`src/rtl/lps_pkg.sv`:
```
package lps_pkg;

  typedef enum logic [3:0] {
    ST_RUN,
    ST_STOP_ON,
    ST_GRANT_WAIT,
    ST_PRE_SLEEP,
    ST_SLEEP,
    ST_DEEP,
    ST_CLK_RESTART,
    ST_PLL_LOCK,
    ST_SLEEP_EXIT,
    ST_STOP_EXIT
  } lpsState_e;

  typedef enum logic [2:0] {
    LIM_GRANT,
    LIM_SLP_DEEP,
    LIM_STABLE,
    LIM_LOCK,
    LIM_EXIT
  } limSel_e;

  // strobes from control to the spacing timer
  typedef struct packed {
    logic    clear;   // restart the gap count (state is changing)
    logic    useRef;  // count reference cycles instead of bus edges
    limSel_e sel;     // which minimum gap applies
  } tmrCtl_t;

endpackage

```
`src/rtl/lps_timer.sv`:
```
module lps_timer
  import lps_pkg::*;
#(
  parameter int GRANT_HOLD  = 100,
  parameter int FREEZE_LEAD = 10,
  parameter int SLP_TO_DEEP = 10,
  parameter int EXIT_HOLD   = 10,
  parameter int STABLE_CYC  = 16,
  parameter int LOCK_CYC    = 1500,
  parameter int SYNC_STAGES = 2
) (
  input  logic    clk,
  input  logic    rstN,
  input  logic    busClk,
  input  tmrCtl_t ctl,
  output logic    reached
);

  // one extra bus edge covers an edge sampled just before the state change
  localparam int EDGE_MARGIN = 1;
  localparam int PRE_GAP     = (GRANT_HOLD > FREEZE_LEAD) ? GRANT_HOLD : FREEZE_LEAD;
  localparam int LIM_G       = PRE_GAP + EDGE_MARGIN;
  localparam int LIM_S       = SLP_TO_DEEP + EDGE_MARGIN;
  localparam int LIM_E       = EXIT_HOLD + EDGE_MARGIN;
  localparam int MAX_A       = (LIM_G > LOCK_CYC) ? LIM_G : LOCK_CYC;
  localparam int MAX_B       = (STABLE_CYC > LIM_S) ? STABLE_CYC : LIM_S;
  localparam int MAX_C       = (MAX_A > MAX_B) ? MAX_A : MAX_B;
  localparam int MAX_LIM     = (MAX_C > LIM_E) ? MAX_C : LIM_E;
  localparam int CW          = $clog2(MAX_LIM + 2);

  logic [SYNC_STAGES:0] busSync;
  logic                 busTick;
  logic [CW-1:0]        cnt;
  logic [CW-1:0]        limit;

  // bus clock is asynchronous to clk: synchronise, then find rising edges
  always_ff @(posedge clk or negedge rstN) begin
    if (!rstN) busSync <= '0;
    else       busSync <= {busSync[SYNC_STAGES-1:0], busClk};
  end

  assign busTick = busSync[SYNC_STAGES-1] & ~busSync[SYNC_STAGES];

  always_comb begin
    unique case (ctl.sel)
      LIM_GRANT:    limit = CW'(LIM_G);
      LIM_SLP_DEEP: limit = CW'(LIM_S);
      LIM_STABLE:   limit = CW'(STABLE_CYC);
      LIM_LOCK:     limit = CW'(LOCK_CYC);
      LIM_EXIT:     limit = CW'(LIM_E);
      default:      limit = CW'(MAX_LIM);
    endcase
  end

  assign reached = (cnt >= limit);

  always_ff @(posedge clk or negedge rstN) begin
    if (!rstN)                                cnt <= '0;
    else if (ctl.clear)                       cnt <= '0;
    else if (!reached && (ctl.useRef || busTick)) cnt <= cnt + 1'b1;
  end

  // the gap counter stops once the limit is reached and never wraps
  a_r2_count_saturates: assert property (@(posedge clk) disable iff (!rstN)
    (reached && !ctl.clear && $stable(ctl.sel)) |=> $stable(cnt));

  // a reference-counted gap advances by exactly one per cycle
  a_r6_ref_steps_one: assert property (@(posedge clk) disable iff (!rstN)
    ($past(ctl.useRef) && !$past(ctl.clear) && !$past(reached))
      |-> (cnt == $past(cnt) + 1'b1));

endmodule

```
`src/rtl/lps_ctrl.sv`:
```
module lps_ctrl
  import lps_pkg::*;
(
  input  logic    clk,
  input  logic    rstN,
  input  logic    sleepReq,
  input  logic    wakeReq,
  input  logic    stopGrantDone,
  input  logic    reached,
  output tmrCtl_t ctl,
  output logic    clkStopReqN,
  output logic    sleepCtlN,
  output logic    deepSleepCtlN,
  output logic    busClkEn,
  output logic    inputFreeze
);

  lpsState_e state, nxt;

  always_comb begin
    nxt = state;
    unique case (state)
      ST_RUN:         if (sleepReq && !wakeReq) nxt = ST_STOP_ON;
      ST_STOP_ON:     nxt = wakeReq ? ST_STOP_EXIT : ST_GRANT_WAIT;
      ST_GRANT_WAIT:  if (wakeReq) nxt = ST_STOP_EXIT;
                      else if (stopGrantDone) nxt = ST_PRE_SLEEP;
      ST_PRE_SLEEP:   if (wakeReq) nxt = ST_STOP_EXIT;
                      else if (reached) nxt = ST_SLEEP;
      ST_SLEEP:       if (wakeReq) nxt = ST_SLEEP_EXIT;
                      else if (reached) nxt = ST_DEEP;
      ST_DEEP:        if (wakeReq) nxt = ST_CLK_RESTART;
      ST_CLK_RESTART: if (reached) nxt = ST_PLL_LOCK;
      ST_PLL_LOCK:    if (reached) nxt = ST_SLEEP_EXIT;
      ST_SLEEP_EXIT:  if (reached) nxt = ST_STOP_EXIT;
      ST_STOP_EXIT:   nxt = ST_RUN;
      default:        nxt = ST_RUN;
    endcase
  end

  always_comb begin
    ctl.clear  = (nxt != state);
    ctl.useRef = (state == ST_CLK_RESTART) || (state == ST_PLL_LOCK);
    unique case (state)
      ST_SLEEP:       ctl.sel = LIM_SLP_DEEP;
      ST_CLK_RESTART: ctl.sel = LIM_STABLE;
      ST_PLL_LOCK:    ctl.sel = LIM_LOCK;
      ST_SLEEP_EXIT:  ctl.sel = LIM_EXIT;
      default:        ctl.sel = LIM_GRANT;
    endcase
  end

  // outputs are registered from the next state so each edge is glitch free
  always_ff @(posedge clk or negedge rstN) begin
    if (!rstN) begin
      state         <= ST_RUN;
      clkStopReqN   <= 1'b1;
      sleepCtlN     <= 1'b1;
      deepSleepCtlN <= 1'b1;
      busClkEn      <= 1'b1;
      inputFreeze   <= 1'b0;
    end else begin
      state         <= nxt;
      clkStopReqN   <= (nxt == ST_RUN) || (nxt == ST_STOP_EXIT);
      sleepCtlN     <= !(nxt inside {ST_SLEEP, ST_DEEP, ST_CLK_RESTART, ST_PLL_LOCK});
      deepSleepCtlN <= !(nxt inside {ST_DEEP, ST_CLK_RESTART});
      // gate only after deep sleep has been driven for a cycle
      busClkEn      <= !((state == ST_DEEP) && (nxt == ST_DEEP));
      inputFreeze   <= nxt inside {ST_PRE_SLEEP, ST_SLEEP, ST_DEEP,
                                   ST_CLK_RESTART, ST_PLL_LOCK, ST_SLEEP_EXIT};
    end
  end

  a_r8_sleep_inside_stop: assert property (@(posedge clk) disable iff (!rstN)
    !sleepCtlN |-> !clkStopReqN);

  a_r8_deep_inside_sleep: assert property (@(posedge clk) disable iff (!rstN)
    !deepSleepCtlN |-> !sleepCtlN);

  a_r3_freeze_covers_sleep: assert property (@(posedge clk) disable iff (!rstN)
    !sleepCtlN |-> inputFreeze);

  a_r5_gate_only_in_deep: assert property (@(posedge clk) disable iff (!rstN)
    !busClkEn |-> !deepSleepCtlN);

  a_r5_clock_on_before_release: assert property (@(posedge clk) disable iff (!rstN)
    $rose(deepSleepCtlN) |-> (busClkEn && $past(busClkEn)));

  a_r6_sleep_outlasts_deep: assert property (@(posedge clk) disable iff (!rstN)
    $rose(deepSleepCtlN) |-> !sleepCtlN);

  a_r11_wake_blocks_entry: assert property (@(posedge clk) disable iff (!rstN)
    (state == ST_RUN && wakeReq) |=> (state == ST_RUN));

endmodule

```
`src/rtl/lps_seq.sv`:
```
module lps_seq
  import lps_pkg::*;
#(
  parameter int GRANT_HOLD  = 100,
  parameter int FREEZE_LEAD = 10,
  parameter int SLP_TO_DEEP = 10,
  parameter int EXIT_HOLD   = 10,
  parameter int REF_MHZ     = 50,
  parameter int LOCK_US     = 30,
  parameter int STABLE_CYC  = 16
) (
  input  logic clk,
  input  logic rstN,
  input  logic busClk,
  input  logic sleepReq,
  input  logic wakeReq,
  input  logic stopGrantDone,
  output logic clkStopReqN,
  output logic sleepCtlN,
  output logic deepSleepCtlN,
  output logic busClkEn,
  output logic inputFreeze
);

  localparam int LOCK_CYC = REF_MHZ * LOCK_US;

  tmrCtl_t tmrCtl;
  logic    reached;

  lps_timer #(
    .GRANT_HOLD (GRANT_HOLD),
    .FREEZE_LEAD(FREEZE_LEAD),
    .SLP_TO_DEEP(SLP_TO_DEEP),
    .EXIT_HOLD  (EXIT_HOLD),
    .STABLE_CYC (STABLE_CYC),
    .LOCK_CYC   (LOCK_CYC),
    .SYNC_STAGES(2)
  ) u_timer (
    .clk    (clk),
    .rstN   (rstN),
    .busClk (busClk),
    .ctl    (tmrCtl),
    .reached(reached)
  );

  lps_ctrl u_ctrl (
    .clk          (clk),
    .rstN         (rstN),
    .sleepReq     (sleepReq),
    .wakeReq      (wakeReq),
    .stopGrantDone(stopGrantDone),
    .reached      (reached),
    .ctl          (tmrCtl),
    .clkStopReqN  (clkStopReqN),
    .sleepCtlN    (sleepCtlN),
    .deepSleepCtlN(deepSleepCtlN),
    .busClkEn     (busClkEn),
    .inputFreeze  (inputFreeze)
  );

endmodule

```
`config.mk`:
```
export PLATFORM = sky130hd
export DESIGN_NAME = lps_seq
export DESIGN_NICKNAME = d
export VERILOG_FILES = /design/src/rtl/lps_pkg.sv /design/src/rtl/lps_timer.sv /design/src/rtl/lps_ctrl.sv /design/src/rtl/lps_seq.sv
export SDC_FILE = /design/constraint.sdc
export NUM_CORES = 1
export LEC_CHECK = 0
export CAP_MARGIN = 20
export CORE_MARGIN = 3
export CORE_UTILIZATION = 28
export CTS_BUF_LIST = sky130_fd_sc_hd__clkbuf_8
export DETAILED_ROUTE_END_ITERATION = 8
export SLEW_MARGIN = 5
export SYNTH_ARGS = -nofsm -noshare
export SYNTH_HDL_FRONTEND = slang
export SYNTH_SLANG_ARGS = --single-unit
```
`constraint.sdc`:
```
create_clock -name clk -period 4.85 [get_ports clk]
set_input_delay 0.485 -clock clk [delete_from_list [all_inputs] [get_ports clk]]
set_output_delay 0.485 -clock clk [all_outputs]
set_load 0.05 [all_outputs]
```
After elaboration in Yosys (flattened, before gate mapping)
Index checks and enable logic that the tools add are counted.
{"block": "totals", "regBits": 23, "in_bits": 6, "out_inout_bits": 5, "word_cells": 67}
{"block": "op_classes", "addsub": 1, "magnitude_cmp": 1, "eq_ne": 19, "muxes": 17, "n_bitwise": 2, "reduce_logical": 19}
{"operator": "$mux W4", "n": 12}
{"operator": "$pmux W4 S9", "n": 1}
{"operator": "$pmux W11 S3", "n": 1}
{"operator": "$eq A4 B3 Y1 const B", "n": 8}
{"operator": "$mux W11", "n": 2}
{"operator": "$eq A4 B2 Y1 const B", "n": 3}
{"operator": "$eq A4 B4 Y1 const B", "n": 3}
{"operator": "$pmux W3 S4", "n": 1}
{"operator": "$add A11 B1 Y11 const B", "n": 1}
{"operator": "$ge A11 B11 Y1", "n": 1}
{"operator": "$logic_not A4 Y1", "n": 2}
{"operator": "$reduce_bool A6 Y1", "n": 1}
{"operator": "$logic_not A1 Y1", "n": 5}
{"operator": "$eq A4 B1 Y1 const B", "n": 1}
{"operator": "$ne A4 B4 Y1", "n": 1}
{"operator": "$reduce_bool A2 Y1", "n": 2}
{"operator": "$reduce_bool A4 Y1", "n": 1}
{"operator": "$eq A3 B1 Y1 const B", "n": 1}
{"operator": "$eq A3 B2 Y1 const B", "n": 1}
{"operator": "$eq A3 B3 Y1 const B", "n": 1}
{"operator": "$logic_and A1 B1 Y1", "n": 3}
{"operator": "$logic_not A3 Y1", "n": 1}
{"operator": "$logic_or A1 B1 Y1", "n": 3}
{"operator": "$reduce_or A2 Y1", "n": 1}
{"operator": "2 further kinds", "n": 2}

Depth between registers and ports, before layout
{"block": "logic_depth", "word_depth": 12, "depth_mapped": 13, "depth_no_buf": 13}

Modules after synthesis
Synthesis repeated with hierarchy kept, for this count alone.
{"block": "hier_totals", "cells_unflattened": 171, "hier_area_um2": 1547.7}
{"module": "lps_timer", "n_inst": 1, "cells_per_inst": 104, "area_each_um2": 933.4, "seq_area_each_um2": 350.3}
{"module": "lps_ctrl", "n_inst": 1, "cells_per_inst": 67, "area_each_um2": 614.3, "seq_area_each_um2": 230.2}

Worst setup path before layout
No wires, ideal clock.
{"block": "synth_path", "kind": "register -> register", "start": "reg u_ctrl.state[3]", "end": "reg u_ctrl.clkStopReqN", "setup_time_ns": 0.068, "t_arrival_ns": 2.877, "required_time_ns": 4.782, "path_slack_ns": 1.904, "path_stages_with_launch": 14, "path_buffers": 0, "synth_period_minus_slack_ns": 2.946, "path_cell_list": "dfrtp_1 -> nor2b_1 -> nand2_1 -> nor2_1 -> inv_1 -> ha_1 -> a211o_1 -> a21oi_2 -> o21ai_1 -> or3_1 -> nand4_2 -> inv_1 -> or3_1 -> a21oi_2"}
{"block": "synth_between", "elab_chain_cells": 11, "elab_cells_between_ends": 32, "cone_classes": "order compare: 1; eq/ne: 12; mux: 14; reduce/logical: 5"}
{"item": "start, declared", "line": "lps_ctrl.sv:18", "rtl": "lpsState_e state, nxt;"}
{"item": "start signal, assigned", "line": "lps_ctrl.sv:62", "rtl": "state <= nxt;"}
{"item": "$eq A4 B4 Y1 or $eq A4 B3 Y1 (tied branches)", "line": "lps_ctrl.sv:22, lps_ctrl.sv:43"}
{"item": "$pmux W3 S4", "line": "lps_ctrl.sv:43", "rtl": "unique case (state)"}
{"item": "$eq A3 B1 Y1 or $eq A3 B3 Y1 (tied branches)", "line": "lps_timer.sv:45", "rtl": "unique case (ctl.sel)"}
{"item": "$reduce_or A2 Y1 (no line)"}
{"item": "$pmux W11 S3", "line": "lps_timer.sv:45"}
{"item": "$ge A11 B11 Y1", "line": "lps_timer.sv:55", "rtl": "assign reached = (cnt >= limit);"}
{"item": "$mux W4 (on tied branches)", "line": "lps_ctrl.sv:30, lps_ctrl.sv:28"}
{"item": "$mux W4 (on tied branches)", "line": "lps_ctrl.sv:29, lps_ctrl.sv:27"}
{"item": "$pmux W4 S9 *", "line": "lps_ctrl.sv:22", "rtl": "unique case (state)"}
{"item": "via u_ctrl.nxt[2]", "line": "lps_ctrl.sv:18"}
{"item": "$eq A4 B4 Y1 or $logic_not A4 Y1 (tied branches)", "line": "lps_ctrl.sv:63", "rtl": "clkStopReqN <= (nxt == ST_RUN) || (nxt == ST_STOP_EXIT);"}
{"item": "$logic_or A1 B1 Y1 *", "line": "lps_ctrl.sv:63"}
{"item": "end signal, assigned", "line": "lps_ctrl.sv:63"}
{"item": "end, declared", "line": "lps_ctrl.sv:11", "rtl": "output logic clkStopReqN,"}
Mark *: on every way through the listed nets, which the timed path passes. The rest lies on a longest branch.
A chain may end at the register's enable or synchronous reset.

Worst setup path after layout
{"block": "layout_path", "start": "reg u_ctrl.state[2]", "end": "reg u_timer.cnt[1]"}
{"block": "layout_between", "elab_chain_cells": 11, "elab_cells_between_ends": 36, "cone_classes": "order compare: 1; eq/ne: 12; mux: 15; reduce/logical: 8"}
{"item": "$eq A4 B4 Y1, or another cell as far along", "line": "lps_ctrl.sv:22, lps_ctrl.sv:43"}
{"item": "$pmux W3 S4", "line": "lps_ctrl.sv:43"}
{"item": "$eq A3 B1 Y1 or $eq A3 B3 Y1 (tied branches)", "line": "lps_timer.sv:45"}
{"item": "$reduce_or A2 Y1 (no line)"}
{"item": "$pmux W11 S3", "line": "lps_timer.sv:45"}
{"item": "$ge A11 B11 Y1", "line": "lps_timer.sv:55"}
{"item": "$mux W4 (on tied branches)", "line": "lps_ctrl.sv:30, lps_ctrl.sv:28"}
{"item": "$mux W4 (on tied branches)", "line": "lps_ctrl.sv:29, lps_ctrl.sv:27"}
{"item": "$pmux W4 S9", "line": "lps_ctrl.sv:22"}
{"item": "$ne A4 B4 Y1", "line": "lps_ctrl.sv:41", "rtl": "ctl.clear = (nxt != state);"}
{"item": "$mux W11 or $reduce_bool A2 Y1 (tied branches)"}
{"item": "end signal, assigned", "line": "lps_timer.sv:60", "rtl": "else if (!reached && (ctl.useRef || busTick)) cnt <= cnt + 1'b1;"}
{"item": "end, declared", "line": "lps_timer.sv:33", "rtl": "logic [CW-1:0] cnt;"}
Parallel ways exist; a longest one is shown, timed or not.

==> impl_metrics.csv <==
group,metric,value,unit
run_status,outcome,"complete, no violations",
grt,met3_layer_usage_reported_by_global_route,1.92,%
worst_setup_path,criticalPathCategory,"reg -> reg",
cells_and_area,drive_gt1_share,12.1,%
yosys,synth.cell_area,1510,sq um
timing,unrepaired_setup_endpoints_after_global_routing,"false",
timing,setup_violations,0,
die,rows,26,
grt,use_met2,15.7,%
timing,timing.final.crit_period,3720,ps
grt,global_route.usage.total,10.5,%
worst_setup_path,crit_arrival,3830,ps
detailed_routing,first_pass_iters,4,
cells_and_area,insertedDiodeCount,0,
cts,tritoncts.num_buffers,3,
die,die_h,79.5,um
detailed_routing,drt_wl_total,2870,um
die,dieWidth,79.5,um
cells_and_area,layout.cells.most_common_list,"sky130_fd_sc_hd__nor2_1, sky130_fd_sc_hd__dfrtp_1, sky130_fd_sc_hd__nand2_1",
timing,tightest_slew,960,ps
placement,place.port_buffers,10,
yosys,synth.ff_latch_count,23,
grt,largest_net_degree_at_the_start_of_global_routing,24,
grt,first_global_vias,1146,
timing,min_period_over_period,76.7,%
power_and_ir_drop,vdd_drop_max,0.109,mV
power_and_ir_drop,design_power_total,0.635,mW
cts,clk_latency,260,ps
yosys,synth_largest_area_cell,"sky130_fd_sc_hd__dfrtp_1",
timing,clock_skew,6.53,ps
detailed_routing,route.detailed.vias_per_inst,4.67,
grt,groute.layer.met1.usage,14.8,%
cts,clock_tree_root_buffer_cell,"sky130_fd_sc_hd__clkbuf_8",
min_path,timing.hold.worst.class,"reg -> reg",
grt,grt_overflow,0,
detailed_routing,vias,1136,
yosys,post_syn_area_per_cell,9.29,sq um
grt,number_of_antenna_violations_at_the_first_check_in_global_routing,0,
yosys,synth-main-ff-cell,"sky130_fd_sc_hd__dfrtp_1",
power_and_ir_drop,cellLeakagePower,0.773,nW
yosys,synthTopCellsByArea,"sky130_fd_sc_hd__dfrtp_1, sky130_fd_sc_hd__ha_1, sky130_fd_sc_hd__dfstp_2",
timing,max_clock_freq,0.269,GHz
worst_setup_path,critical_path.startpoint_type,"flip-flop",
worst_setup_path,critical_path_required,4960,ps
cts,htree_levels,1,
detailed_routing,drt_iter0_drc,42,
die,design.portCount,11,
grt,grt_first_pass_wirelength,5300,um
cells_and_area,syn2layout_area_growth,16.0,%
yosys,synth-edff-count,0,
cts,total_clock_sinks,23,
cts,clk_pin_slew_worst_setup_hold_paths,80,ps
die,coreArea,5170,sq um
die,dieArea,6330,sq um
detailed_routing,antenna_violating_nets_post_route,0,
timing,hold_viol,0,
yosys,yosysTopAreaCellShare,31.4,%
yosys,synthesis.instances,163,
timing,final_max_slew_viol_count,0,
yosys,asyncSetResetFlopFracSynth,100,%
placement,dp_hpwl,2180,um
job,timing.max_cap.violations,0,
cts,post_cts.repair.setup_buffers,0,
cts,cts_tree,"done",
yosys,seq_area_frac_synth,38.3,%
cts,post_cts_resized,0,
detailed_routing,drt_drc_violations_left,0,
yosys,netlist-cell-type-count,43,
power_and_ir_drop,power_per_cell_area,362,nW/um^2
cts,cts_hold_buffers,0,
cells_and_area,total_nets_final,191,
timing,finalSetupTns,0,ps
yosys,synth-warning-count,0,
yosys,synth_fp_nets,180,
detailed_routing,wl_per_cell,11.8,um
die,floorplan.initialDensity,29.3,%
worst_setup_path,critPathCaptureType,"flip-flop",
grt,busiest_layer,"met2",
placement,routabilityCongestion,0.847,
cts,clock_path_buffers,2,
worst_setup_path,worstPathMaxFanout,13,
cells_and_area,fillerInstances,550,
cells_and_area,mostFrequentLayoutCell,"sky130_fd_sc_hd__nor2_1",
timing,worst_slew_margin_rel,36.0,%
registers in the layout (all words and copies together), names as in the netlist:
register              count
u_ctrl.sleepCtlN          1
u_timer.busSync           3
u_ctrl.busClkEn           1
u_ctrl.deepSleepCtlN      1
u_ctrl.clkStopReqN        1
u_ctrl.state              4
u_timer.cnt              11
u_ctrl.inputFreeze        1
cells in the mapped netlist, drive strengths merged (4+ instances only):
cell type and number:
nor2 24, dfrtp 19, nand2 17, ha 11, xnor2 10, a21oi 9
inv 8, nor2b 7, o21ai 6, nand3 5, clkbuf 4, dfstp 4
through the flow:
step	setup slack, ps	instances	util, %	hold slack [ps]	cell area [sq um]
3_5_place_dp	1090	238	32.5	336	1680
3_3_place_gp	1220	238	32.5	335	1680
5_1_grt	704	243	33.9	372	1760
4_1_cts	1070	242	33.4	356	1730
2_1_floorplan	1900	163	-	189	1510
6_report	1130	243	33.9	352	1760
metal layers:
metal,part of all wire [%],vias up
met2,45,11
li1,-,576
met5,0,-
met1,51,547
met3,2.5,2
met4,1.4,0
worst max-delay path, cell delays in order, from the launching register on:
cell and delay, ps:
sky130_fd_sc_hd__dfrtp_1 560, sky130_fd_sc_hd__nor2b_1 380, sky130_fd_sc_hd__nand2_1 160, sky130_fd_sc_hd__nor2_1 220, sky130_fd_sc_hd__inv_1 120, sky130_fd_sc_hd__ha_1 360
sky130_fd_sc_hd__nand4b_4 120, sky130_fd_sc_hd__or3_4 410, sky130_fd_sc_hd__o21a_4 230, sky130_fd_sc_hd__nand2_8 90, sky130_fd_sc_hd__a21oi_1 60, sky130_fd_sc_hd__o221ai_1 730
sky130_fd_sc_hd__nor2_1 120
logic make-up (layout without fill, tap and decap cells):
group           after synthesis  count (layout)  share of synthesized area [%]
fa+ha+maj                    11              11                           9.09
mux                           3               3                           2.23
xor+xnor                     11              11                           6.36
simple gates                 74              74                           26.7
buf+inv                      13              23                           3.31
flops                        23              23                           38.3
compound gates               28              28                           14.0
final cells by class:
cell class	count	area [sq um]	area share, %
Tap cell	70	87.6	4.99
Inverter	8	30.0	1.71
Clock buffer	3	41.3	2.35
Timing Repair Buffer	11	128	7.27
Multi-Input combinational cell	127	883	50.3
Clock inverter	1	5.00	0.285
Sequential cell	23	581	33.1
where the power goes:
group / leakage (nW) / internal (mW) / switching (mW)
Combinational: 0.452 / 0.101 / 0.164
Clock: 0.0255 / 0.0573 / 0.0607
Sequential: 0.296 / 0.219 / 0.0330
Total: 0.773 / 0.377 / 0.258
final timing paths:
kind / start / end / slack, ps / cells past startpoint
setup / recovery: u_ctrl.state[2] / u_timer.cnt[1] / 1130 / 12
hold / removal: u_timer.busSync[0] / u_timer.busSync[1] / 350 / 0
setup reg to reg: u_ctrl.state[2] / u_timer.cnt[1] / 1130 / 12
hold reg to reg: u_timer.busSync[0] / u_timer.busSync[1] / 350 / 0
max in group asynchronous: rstN / u_ctrl.clkStopReqN / 3800 / 2
min in group asynchronous: rstN / u_timer.cnt[6] / 530 / 1
Power figures use the tool's default switching activity.
